[config.mk]
export PLATFORM = sky130hd
export DESIGN_NAME = mcast_hash_filter
export DESIGN_NICKNAME = d
export VERILOG_FILES = /design/src/rtl/mhf_pkg.sv /design/src/rtl/mhf_addr_ctrl.sv /design/src/rtl/mhf_crc_engine.sv /design/src/rtl/mhf_hash_table.sv /design/src/rtl/mcast_hash_filter.sv
export SDC_FILE = /design/constraint.sdc
export NUM_CORES = 1
export LEC_CHECK = 0
export CORE_MARGIN = 4
export CORE_UTILIZATION = 54
export CTS_CLUSTER_SIZE = 40
export DETAILED_ROUTE_END_ITERATION = 10
export HOLD_SLACK_MARGIN = 0.08
export PLACE_DENSITY = 0.81
export SETUP_SLACK_MARGIN = 0.4
export SLEW_MARGIN = 20
export SYNTH_ARGS = -nofsm -noshare
export SYNTH_HDL_FRONTEND = slang
export SYNTH_SLANG_ARGS = --single-unit
[constraint.sdc]
create_clock -name clk_i -period 3.6 [get_ports clk_i]
set_input_delay 0.72 -clock clk_i [delete_from_list [all_inputs] [get_ports clk_i]]
set_output_delay 0.72 -clock clk_i [all_outputs]
set_load 0.005 [all_outputs]
[src/rtl/mhf_pkg.sv]
package mhf_pkg;
  localparam logic [31:0] CRC_POLY   = 32'hEDB88320;
  localparam logic [31:0] CRC_PRESET = 32'hFFFFFFFF;

  // eight serial steps of the reflected recurrence, LSB first
  function automatic logic [31:0] crc_byte(input logic [31:0] c_in, input logic [7:0] d);
    logic [31:0] c;
    logic        fb;
    c = c_in;
    for (int i = 0; i < 8; i++) begin
      fb = c[0] ^ d[i];
      c  = {1'b0, c[31:1]} ^ (fb ? CRC_POLY : 32'h0);
    end
    return c;
  endfunction
endpackage

[src/rtl/mhf_addr_ctrl.sv]
module mhf_addr_ctrl #(
  parameter int ADDR_BYTES = 6,
  localparam int CNT_W = $clog2(ADDR_BYTES + 1)
) (
  input  logic       clk_i,
  input  logic       rst_ni,
  input  logic [7:0] byte_i,
  input  logic       byte_vld_i,
  input  logic       sof_i,
  output logic       start_o,
  output logic       adv_o,
  output logic       eval_o,
  output logic       mcast_o
);
  localparam logic [CNT_W-1:0] LAST = CNT_W'(ADDR_BYTES);

  logic [CNT_W-1:0] cnt_q;
  logic             eval_q, mcast_q;

  assign start_o = byte_vld_i & sof_i;
  assign adv_o   = byte_vld_i & ~sof_i & (cnt_q != '0) & (cnt_q < LAST);

  always_ff @(posedge clk_i or negedge rst_ni) begin
    if (!rst_ni) begin
      cnt_q   <= '0;
      eval_q  <= 1'b0;
      mcast_q <= 1'b0;
    end else if (start_o) begin
      cnt_q   <= CNT_W'(1);
      mcast_q <= byte_i[0];
      eval_q  <= (ADDR_BYTES == 1);
    end else if (adv_o) begin
      cnt_q  <= cnt_q + CNT_W'(1);
      eval_q <= (cnt_q + CNT_W'(1) == LAST);
    end else begin
      eval_q <= 1'b0;
    end
  end

  assign eval_o  = eval_q;
  assign mcast_o = mcast_q;

  AST_CNT_BOUND: assert property (@(posedge clk_i) disable iff (!rst_ni)
    cnt_q <= LAST);
  AST_EVAL_FULL: assert property (@(posedge clk_i) disable iff (!rst_ni)
    eval_q |-> cnt_q == LAST);
  AST_NO_ADV_AFTER_LAST: assert property (@(posedge clk_i) disable iff (!rst_ni)
    (cnt_q == LAST && !sof_i) |=> $stable(cnt_q));
endmodule

[src/rtl/mhf_crc_engine.sv]
module mhf_crc_engine
  import mhf_pkg::*;
(
  input  logic        clk_i,
  input  logic        rst_ni,
  input  logic [7:0]  byte_i,
  input  logic        start_i,
  input  logic        adv_i,
  output logic [31:0] crc_o
);
  logic [31:0] crc_q;

  always_ff @(posedge clk_i or negedge rst_ni) begin
    if (!rst_ni)      crc_q <= CRC_PRESET;
    else if (start_i) crc_q <= crc_byte(CRC_PRESET, byte_i);
    else if (adv_i)   crc_q <= crc_byte(crc_q, byte_i);
  end

  assign crc_o = crc_q;

  AST_CRC_HOLD: assert property (@(posedge clk_i) disable iff (!rst_ni)
    !(start_i || adv_i) |=> $stable(crc_q));
endmodule

[src/rtl/mhf_hash_table.sv]
module mhf_hash_table #(
  parameter int HALF_W = 3,
  localparam int N_REGS = 1 << HALF_W,
  localparam int REG_W  = 1 << HALF_W,
  localparam int IDX_W  = 2 * HALF_W
) (
  input  logic              clk_i,
  input  logic              rst_ni,
  input  logic              we_i,
  input  logic [HALF_W-1:0] waddr_i,
  input  logic [REG_W-1:0]  wdata_i,
  input  logic              snap_load_i,
  input  logic [IDX_W-1:0]  idx_i,
  output logic              hit_o
);
  logic [REG_W-1:0] live_q [N_REGS];
  logic [REG_W-1:0] snap_q [N_REGS];
  logic [HALF_W-1:0] reg_sel, bit_sel;

  for (genvar r = 0; r < N_REGS; r++) begin : g_reg
    always_ff @(posedge clk_i or negedge rst_ni) begin
      if (!rst_ni) begin
        live_q[r] <= '0;
        snap_q[r] <= '0;
      end else begin
        if (we_i && waddr_i == HALF_W'(r)) live_q[r] <= wdata_i;
        if (snap_load_i)                  snap_q[r] <= live_q[r];
      end
    end

    AST_SNAP_HOLD: assert property (@(posedge clk_i) disable iff (!rst_ni)
      !snap_load_i |=> $stable(snap_q[r]));
  end

  // each index half is bit-reversed before addressing
  for (genvar b = 0; b < HALF_W; b++) begin : g_rev
    assign reg_sel[b] = idx_i[HALF_W-1-b];
    assign bit_sel[b] = idx_i[IDX_W-1-b];
  end

  assign hit_o = snap_q[reg_sel][bit_sel];
endmodule

[src/rtl/mcast_hash_filter.sv]
module mcast_hash_filter #(
  parameter int ADDR_BYTES = 6,
  parameter int HALF_W     = 3,
  localparam int REG_W = 1 << HALF_W,
  localparam int IDX_W = 2 * HALF_W
) (
  input  logic              clk_i,
  input  logic              rst_ni,
  input  logic [7:0]        byte_i,
  input  logic              byte_vld_i,
  input  logic              sof_i,
  input  logic              reg_we_i,
  input  logic [HALF_W-1:0] reg_addr_i,
  input  logic [REG_W-1:0]  reg_wdata_i,
  output logic              done_o,
  output logic              accept_o,
  output logic              mcast_o
);
  logic        start, adv, eval, mcast, hit;
  logic [31:0] crc;
  logic        done_q, accept_q, mcast_q;

  mhf_addr_ctrl #(.ADDR_BYTES(ADDR_BYTES)) u_ctrl (
    .clk_i, .rst_ni, .byte_i, .byte_vld_i, .sof_i,
    .start_o(start), .adv_o(adv), .eval_o(eval), .mcast_o(mcast)
  );

  mhf_crc_engine u_crc (
    .clk_i, .rst_ni, .byte_i, .start_i(start), .adv_i(adv), .crc_o(crc)
  );

  mhf_hash_table #(.HALF_W(HALF_W)) u_tbl (
    .clk_i, .rst_ni, .we_i(reg_we_i), .waddr_i(reg_addr_i), .wdata_i(reg_wdata_i),
    .snap_load_i(start), .idx_i(crc[IDX_W-1:0]), .hit_o(hit)
  );

  always_ff @(posedge clk_i or negedge rst_ni) begin
    if (!rst_ni) begin
      done_q   <= 1'b0;
      accept_q <= 1'b0;
      mcast_q  <= 1'b0;
    end else begin
      done_q <= eval;
      if (eval) begin
        mcast_q  <= mcast;
        accept_q <= mcast & hit;
      end
    end
  end

  assign done_o   = done_q;
  assign accept_o = accept_q;
  assign mcast_o  = mcast_q;

  AST_DONE_PULSE: assert property (@(posedge clk_i) disable iff (!rst_ni)
    done_o |=> !done_o);
  AST_DONE_AFTER_BYTE: assert property (@(posedge clk_i) disable iff (!rst_ni)
    done_o |-> $past(byte_vld_i, 2));
  AST_NONMC_REJECT: assert property (@(posedge clk_i) disable iff (!rst_ni)
    (done_o && !mcast_o) |-> !accept_o);
endmodule

-- Word level (Yosys, flattened, before mapping)
Index checks and enable logic that the tools add are counted.
Widths: inputs -> output; s select.
- register bits: 168
- input port bits: 24
- output and inout port bits: 3
- add/sub/neg operators: 1
- magnitude comparators: 3
- eq/ne operators: 8
- multiplexer cells: 27
- bitwise gates (word level): 38
- reductions and logical operators: 11
- operator list (kind ; count):
    $mux 32 ; 18
    $xor 31x32->32 ; 15
    $not 31->31 ; 1
    $bmux 8 s3 ; 1
    $mux 8 ; 2
    $eq 3x3->1 const B ; 5
    $xor 1x1->1 ; 15
    $logic_and 1x1->1 ; 8
    $eq 3x2->1 const B ; 2
    $mux 3 ; 2
    $and 1x1->1 ; 5
    $ge 4x4->1 const B ; 1
    $lt 3x4->1 const B ; 1
    $not 3->4 ; 1
    $add 3x1->3 const B ; 1
    $bmux 1 s3 ; 1
    $eq 3x1->1 const B ; 1
    $logic_not 3->1 ; 1
    $lt 3x3->1 const B ; 1
    $mux 1 ; 3
    $reduce_bool 3->1 ; 1
    $reduce_bool 2->1 ; 1
    $not 1->1 ; 1

-- Depth between registers and ports, before layout
- depth in word-level cells: 26
- gate-level depth with buffers: 9
- mapped depth without buffers: 8

-- By module
From an unflattened synthesis, not the netlist that was laid out.
- cells, all modules: 626
- area, all modules: 8506.9 um^2
- modules (own cells, without submodules) (module ; instances ; cells each ; area an instance (um^2)):
    mhf_hash_table ; 1 ; 319 ; 5331.4
    mhf_crc_engine ; 1 ; 269 ; 2733.9
    mhf_addr_ctrl ; 1 ; 31 ; 337.8
    mcast_hash_filter ; 1 ; 7 ; 103.8

-- Least setup slack after synthesis
No wires, ideal clock.
- path kind: input to register
- from: input port byte_i[1]
- to: register u_crc.crc_q[20], in the netlist u_crc.crc_o[20]
- setup time: 81 ps
- arrival: 2470 ps
- required time: 3519 ps
- path slack: 1048 ps
- stages: 7
- path buffers: 1
- path through: buf_2 -> xnor2_4 -> xnor2_1 -> xnor2_4 -> xnor2_1 -> or4_1 -> o211ai_1
- word-level cells in the longest chain between the ends: 13
- elaborated cells between the ends (all ways): 24
- classes of those cells: mux (6); bitwise (18)
- ends and longest elaborated chain (element ; line ; source):
    start: declaration ; mcast_hash_filter.sv:9 ; input logic [7:0] byte_i,
    $xor 1x1->1 ; mhf_pkg.sv:11 ; fb = c[0] ^ d[i];
    $mux 32 ; mhf_pkg.sv:12 ; c = {1'b0, c[31:1]} ^ (fb ? CRC_POLY : 32'h0);
    $xor 31x32->32 (6 in series) ; mhf_pkg.sv:12 ;
    $xor 1x1->1 ; mhf_pkg.sv:11 ;
    $mux 32 ; mhf_pkg.sv:12 ;
    $xor 31x32->32 ; mhf_pkg.sv:12 ;
    $mux 32 ; mhf_crc_engine.sv:16 ; else if (adv_i) crc_q <= crc_byte(crc_q, byte_i);
    $mux 32 (*) ; mhf_crc_engine.sv:15 ; else if (start_i) crc_q <= crc_byte(CRC_PRESET, byte_i);
    end signal: assignment ; mhf_crc_engine.sv:15 ;
    end signal: assignment ; mhf_crc_engine.sv:16 ;
    end: declaration ; mhf_crc_engine.sv:11 ; logic [31:0] crc_q;
Every way passes the cells marked *; elsewhere a longest branch is shown, timed or not. The select of a mux whose other input is x is not followed.
A chain may end at the register's enable or synchronous reset.

-- Worst setup path after layout
- from: input port byte_i[0]
- to: register u_crc.crc_q[20], in the netlist u_crc.crc_o[20]
- word-level cells in the longest chain between the ends: 14
- elaborated cells between the ends (all ways): 25
- classes of those cells: mux (6); bitwise (19)
- ends and longest elaborated chain (element ; line):
    $xor 1x1->1 ; mhf_pkg.sv:11
    $mux 32 ; mhf_pkg.sv:12
    $xor 31x32->32 (6 in series) ; mhf_pkg.sv:12
    $xor 1x1->1 ; mhf_pkg.sv:11
    $mux 32 ; mhf_pkg.sv:12
    $xor 31x32->32 (2 in series) ; mhf_pkg.sv:12
    $mux 32 ; mhf_crc_engine.sv:16
    $mux 32 (*) ; mhf_crc_engine.sv:15
Marks and branches as above.

==> metrics.txt <==
# TYPE chip_impl_metric gauge
chip_impl_metric{name="report.power.total",unit="mW"} 8.12
chip_impl_metric{name="post-route-util",unit="%"} 63.3
chip_impl_metric{name="dr_iter_0_viols",unit=""} 347
chip_impl_info{name="end_of_the_worst_register_to_register_path",value="u_crc.crc_o[20]$_DFFE_PN1P_"} 1
chip_impl_metric{name="dieWidth",unit="um"} 132
chip_impl_metric{name="filler_cell_count",unit=""} 1174
chip_impl_metric{name="number_of_pins_with_negative_max_slew_slack_in_the_final_report",unit=""} 0
chip_impl_metric{name="post_cts.repair.setup_buffers",unit=""} 0
chip_impl_info{name="most_frequent_cells_in_the_layout",value="sky130_fd_sc_hd__nand2_1, sky130_fd_sc_hd__dfrtp_1, sky130_fd_sc_hd__xnor2_1"} 1
chip_impl_info{name="main_area_contributors_after_synthesis",value="sky130_fd_sc_hd__dfrtp_1, sky130_fd_sc_hd__dfstp_2, sky130_fd_sc_hd__nand2_1"} 1
chip_impl_metric{name="pin_count",unit=""} 27
chip_impl_metric{name="slack_of_the_worst_reg_to_reg_path",unit="ns"} 1.05
chip_impl_metric{name="worstRegToRegCells",unit=""} 7
chip_impl_metric{name="post_synth.cell_area_avg",unit="um2"} 10.7
chip_impl_metric{name="path_max_fanout",unit=""} 7
chip_impl_metric{name="vias",unit=""} 5605
chip_impl_info{name="global_route.peak_usage_layer",value="met2"} 1
chip_impl_metric{name="ys_types",unit=""} 49
chip_impl_metric{name="synth_top_cell_area_share",unit="%"} 41.1
chip_impl_metric{name="routabilityCongestion",unit=""} 0.923
chip_impl_metric{name="clock_tree.htree_level_count",unit=""} 4
chip_impl_metric{name="fraction_of_synthesis_flops_using_an_asynchronous_set_or_reset_pin",unit="%"} 100
chip_impl_metric{name="worst_skew_late_latency",unit="ns"} 0.44
chip_impl_metric{name="synthesis.area",unit="um2"} 8270
chip_impl_metric{name="drt_pass1_iterations",unit=""} 5
chip_impl_metric{name="synth_edf_count",unit=""} 0
chip_impl_metric{name="worst_ir_drop_vdd",unit="uV"} 481
chip_impl_metric{name="chipHeight",unit="um"} 132
chip_impl_metric{name="final_min_period_over_clock_period",unit="%"} 76.7
chip_impl_metric{name="fin_nets",unit=""} 819
chip_impl_info{name="status",value="complete, no violations"} 1
chip_impl_metric{name="setup_tns",unit="ns"} 0
chip_impl_metric{name="final.min_clock_period",unit="ns"} 2.76
chip_impl_info{name="synth_ff_type",value="sky130_fd_sc_hd__dfrtp_1"} 1
chip_impl_metric{name="antenna_cells",unit=""} 0
chip_impl_metric{name="globalRouteOverflowTotal",unit=""} 0
chip_impl_metric{name="multi_input_gate_area_in_the_final_layout",unit="um2"} 3800
chip_impl_metric{name="synth_nets",unit=""} 797
chip_impl_metric{name="final_area",unit="um2"} 9340
chip_impl_metric{name="core_area",unit="um2"} 14800
chip_impl_metric{name="cts.sink_count",unit=""} 168
chip_impl_metric{name="finalHoldViolCount",unit=""} 0
chip_impl_metric{name="slew_worst_pin",unit="ns"} 0.762
chip_impl_info{name="rsz_0062_raised_after_global_routing",value="no"} 1
chip_impl_metric{name="syn_inst",unit=""} 770
chip_impl_metric{name="flow.area_growth_from_synthesis",unit="%"} 12.9
chip_impl_metric{name="die-area",unit="um2"} 17400
chip_impl_metric{name="number_of_buffers_created_by_cts",unit=""} 17
chip_impl_metric{name="number_of_storage_elements_in_the_synthesis_netlist",unit=""} 168
chip_impl_metric{name="routing_usage_on_met3",unit="%"} 5.15
chip_impl_metric{name="critical_path_arrival",unit="ns"} 3.11
chip_impl_info{name="cts_tree",value="yes"} 1
chip_impl_metric{name="max_freq",unit="GHz"} 0.362
chip_impl_metric{name="grt_antenna_before_repair",unit=""} 0
chip_impl_info{name="final_common_cell",value="sky130_fd_sc_hd__nand2_1"} 1
chip_impl_metric{name="track_usage",unit="%"} 22.2
chip_impl_metric{name="vias_per_inst",unit=""} 5.67
chip_impl_metric{name="initial_core_util",unit="%"} 56.1
chip_impl_metric{name="final.setup_skew",unit="ns"} 0.0130
chip_impl_info{name="worstSetupStartpointType",value="primary input"} 1
chip_impl_metric{name="finalHoldWorstSlack",unit="ns"} 0.264
chip_impl_metric{name="post-dp-hpwl",unit="mm"} 11.7
chip_impl_info{name="r2r-start",value="u_crc.crc_o[1]$_DFFE_PN1P_"} 1
chip_impl_info{name="hold_path_class",value="in -> async"} 1
chip_impl_metric{name="ff_latch_area",unit="um2"} 4240
chip_impl_metric{name="power.static_leakage",unit="nW"} 4.14
chip_impl_metric{name="worst_setup_hold_path_clk_slew",unit="ns"} 0.07
chip_impl_metric{name="report.final.setup_viol",unit=""} 0
chip_impl_metric{name="cts_hold_buffers",unit=""} 0
chip_impl_info{name="cts-root-buf",value="sky130_fd_sc_hd__clkbuf_16"} 1
chip_impl_metric{name="grt_first_pass_wirelength",unit="mm"} 30.4
chip_impl_metric{name="worst_ep_required_time",unit="ns"} 3.95
chip_impl_metric{name="io_buffers",unit=""} 26
chip_impl_metric{name="detailed_place.area",unit="um2"} 8760
chip_impl_info{name="worst_setup_path_end_kind",value="flop"} 1
chip_impl_metric{name="post_route_cells_drive_above_1_share",unit="%"} 22.4
chip_impl_metric{name="use_met1",unit="%"} 30.2
chip_impl_metric{name="slew_headroom",unit="%"} 48.9
chip_impl_metric{name="cts.path.max_buffers",unit=""} 2
chip_impl_metric{name="grt_start_max_net_pins",unit=""} 60
chip_impl_metric{name="cts_resized",unit=""} 0
chip_impl_metric{name="grt_use_met2",unit="%"} 35.4
chip_impl_info{name="post-synth-top-area-cell",value="sky130_fd_sc_hd__dfrtp_1"} 1
chip_impl_metric{name="max_cap_violations",unit=""} 0
chip_impl_metric{name="antenna_left",unit=""} 0
chip_impl_metric{name="synth_warnings",unit=""} 0
chip_impl_metric{name="number_of_global_route_vias_before_repair",unit=""} 5716
chip_impl_metric{name="power.density",unit="nW/um2"} 869
chip_impl_metric{name="placementRows",unit=""} 44
chip_impl_metric{name="synth.yosys.seq_area_share",unit="%"} 51.3
chip_impl_metric{name="drcViolationCount",unit=""} 0
chip_impl_info{name="criticalPathCategory",value="in -> reg"} 1
chip_impl_metric{name="drt-total-wl",unit="mm"} 18.3
chip_impl_metric{name="routed_wl_per_cell",unit="um"} 18.5
-- power by group --
group,internal (mW),switching (mW),total [mW]
Combinational,1.69,1.61,3.31
Sequential,2.55,0.501,3.05
Clock,0.923,0.843,1.77
-- Yosys cell counts (all sizes together), types with 4 or more instances --
master,instances
nor2,26
xnor2,80
mux4,17
inv,8
clkbuf,35
mux2i,6
a21oi,30
o21ai,18
a22oi,6
o22ai,4
xor2,27
mux2,65
dfstp,32
dfrtp,136
nand2,223
buf,12
-- per-layer routing --
metal / routed length [um] / vias up
li1: - / 2612
met3: 845 / 33
met2: 8980 / 154
met1: 8060 / 2806
met4: 415 / 0
met5: 0 / -
-- flip-flops by register name, summed over array words and instances (netlist names) --
signal and cells:
u_ctrl.mcast_o 1, u_ctrl.cnt_q 3, done_o 1, u_tbl.snap_q 64, u_tbl.live_q 64, u_crc.crc_o 32, u_ctrl.eval_o 1, mcast_o 1
accept_o 1
-- worst max-delay path by stage --
stage,from,endpoint,slack (ns)
floorplan,byte_i[1],u_crc.crc_o[20]$_DFFE_PN1P_,1.05
global placement,byte_i[0],u_crc.crc_o[20]$_DFFE_PN1P_,0.40
detailed placement,byte_i[0],u_crc.crc_o[20]$_DFFE_PN1P_,0.39
CTS,byte_i[0],u_crc.crc_o[20]$_DFFE_PN1P_,0.81
global route,byte_i[0],u_crc.crc_o[20]$_DFFE_PN1P_,0.69
finish,byte_i[0],u_crc.crc_o[20]$_DFFE_PN1P_,0.84
-- worst max-delay path, stage by stage --
cell	delay, ns
sky130_fd_sc_hd__clkdlybuf4s50_1	0.64
sky130_fd_sc_hd__xnor2_2	0.54
sky130_fd_sc_hd__xnor2_1	0.24
sky130_fd_sc_hd__xnor2_1	0.18
sky130_fd_sc_hd__xnor2_1	0.19
sky130_fd_sc_hd__or4_1	0.48
sky130_fd_sc_hd__o211ai_1	0.11
-- kinds of logic after synthesis --
logic type / count (synthesis) / synth area share, %
DFF: 168 / 51.3
adders and majority gates: 3 / 0.454
and+or+nand+nor: 271 / 13.1
buffers and inverters: 55 / 2.80
xor gates and xnor gates: 107 / 12.4
muxes: 88 / 14.2
AOI/OAI and AO/OA: 78 / 5.73
-- stage by stage --
step                setup slack, ns  instances
CTS                           0.809        989
global route                  0.690        989
global placement              0.403        957
finish                        0.838        989
floorplan                      1.05        770
detailed placement            0.395        957
-- area by class of cell --
| class | instances | share of cell area [%] |
|---|---|---|
| clock buffer | 17 | 4.55 |
| clock inverter | 15 | 1.67 |
| inverter | 8 | 0.322 |
| multi-input combinational | 547 | 40.7 |
| sequential | 168 | 45.4 |
| tap | 184 | 2.46 |
| timing repair buffer | 50 | 4.86 |
(Power assumes the default switching activity.)
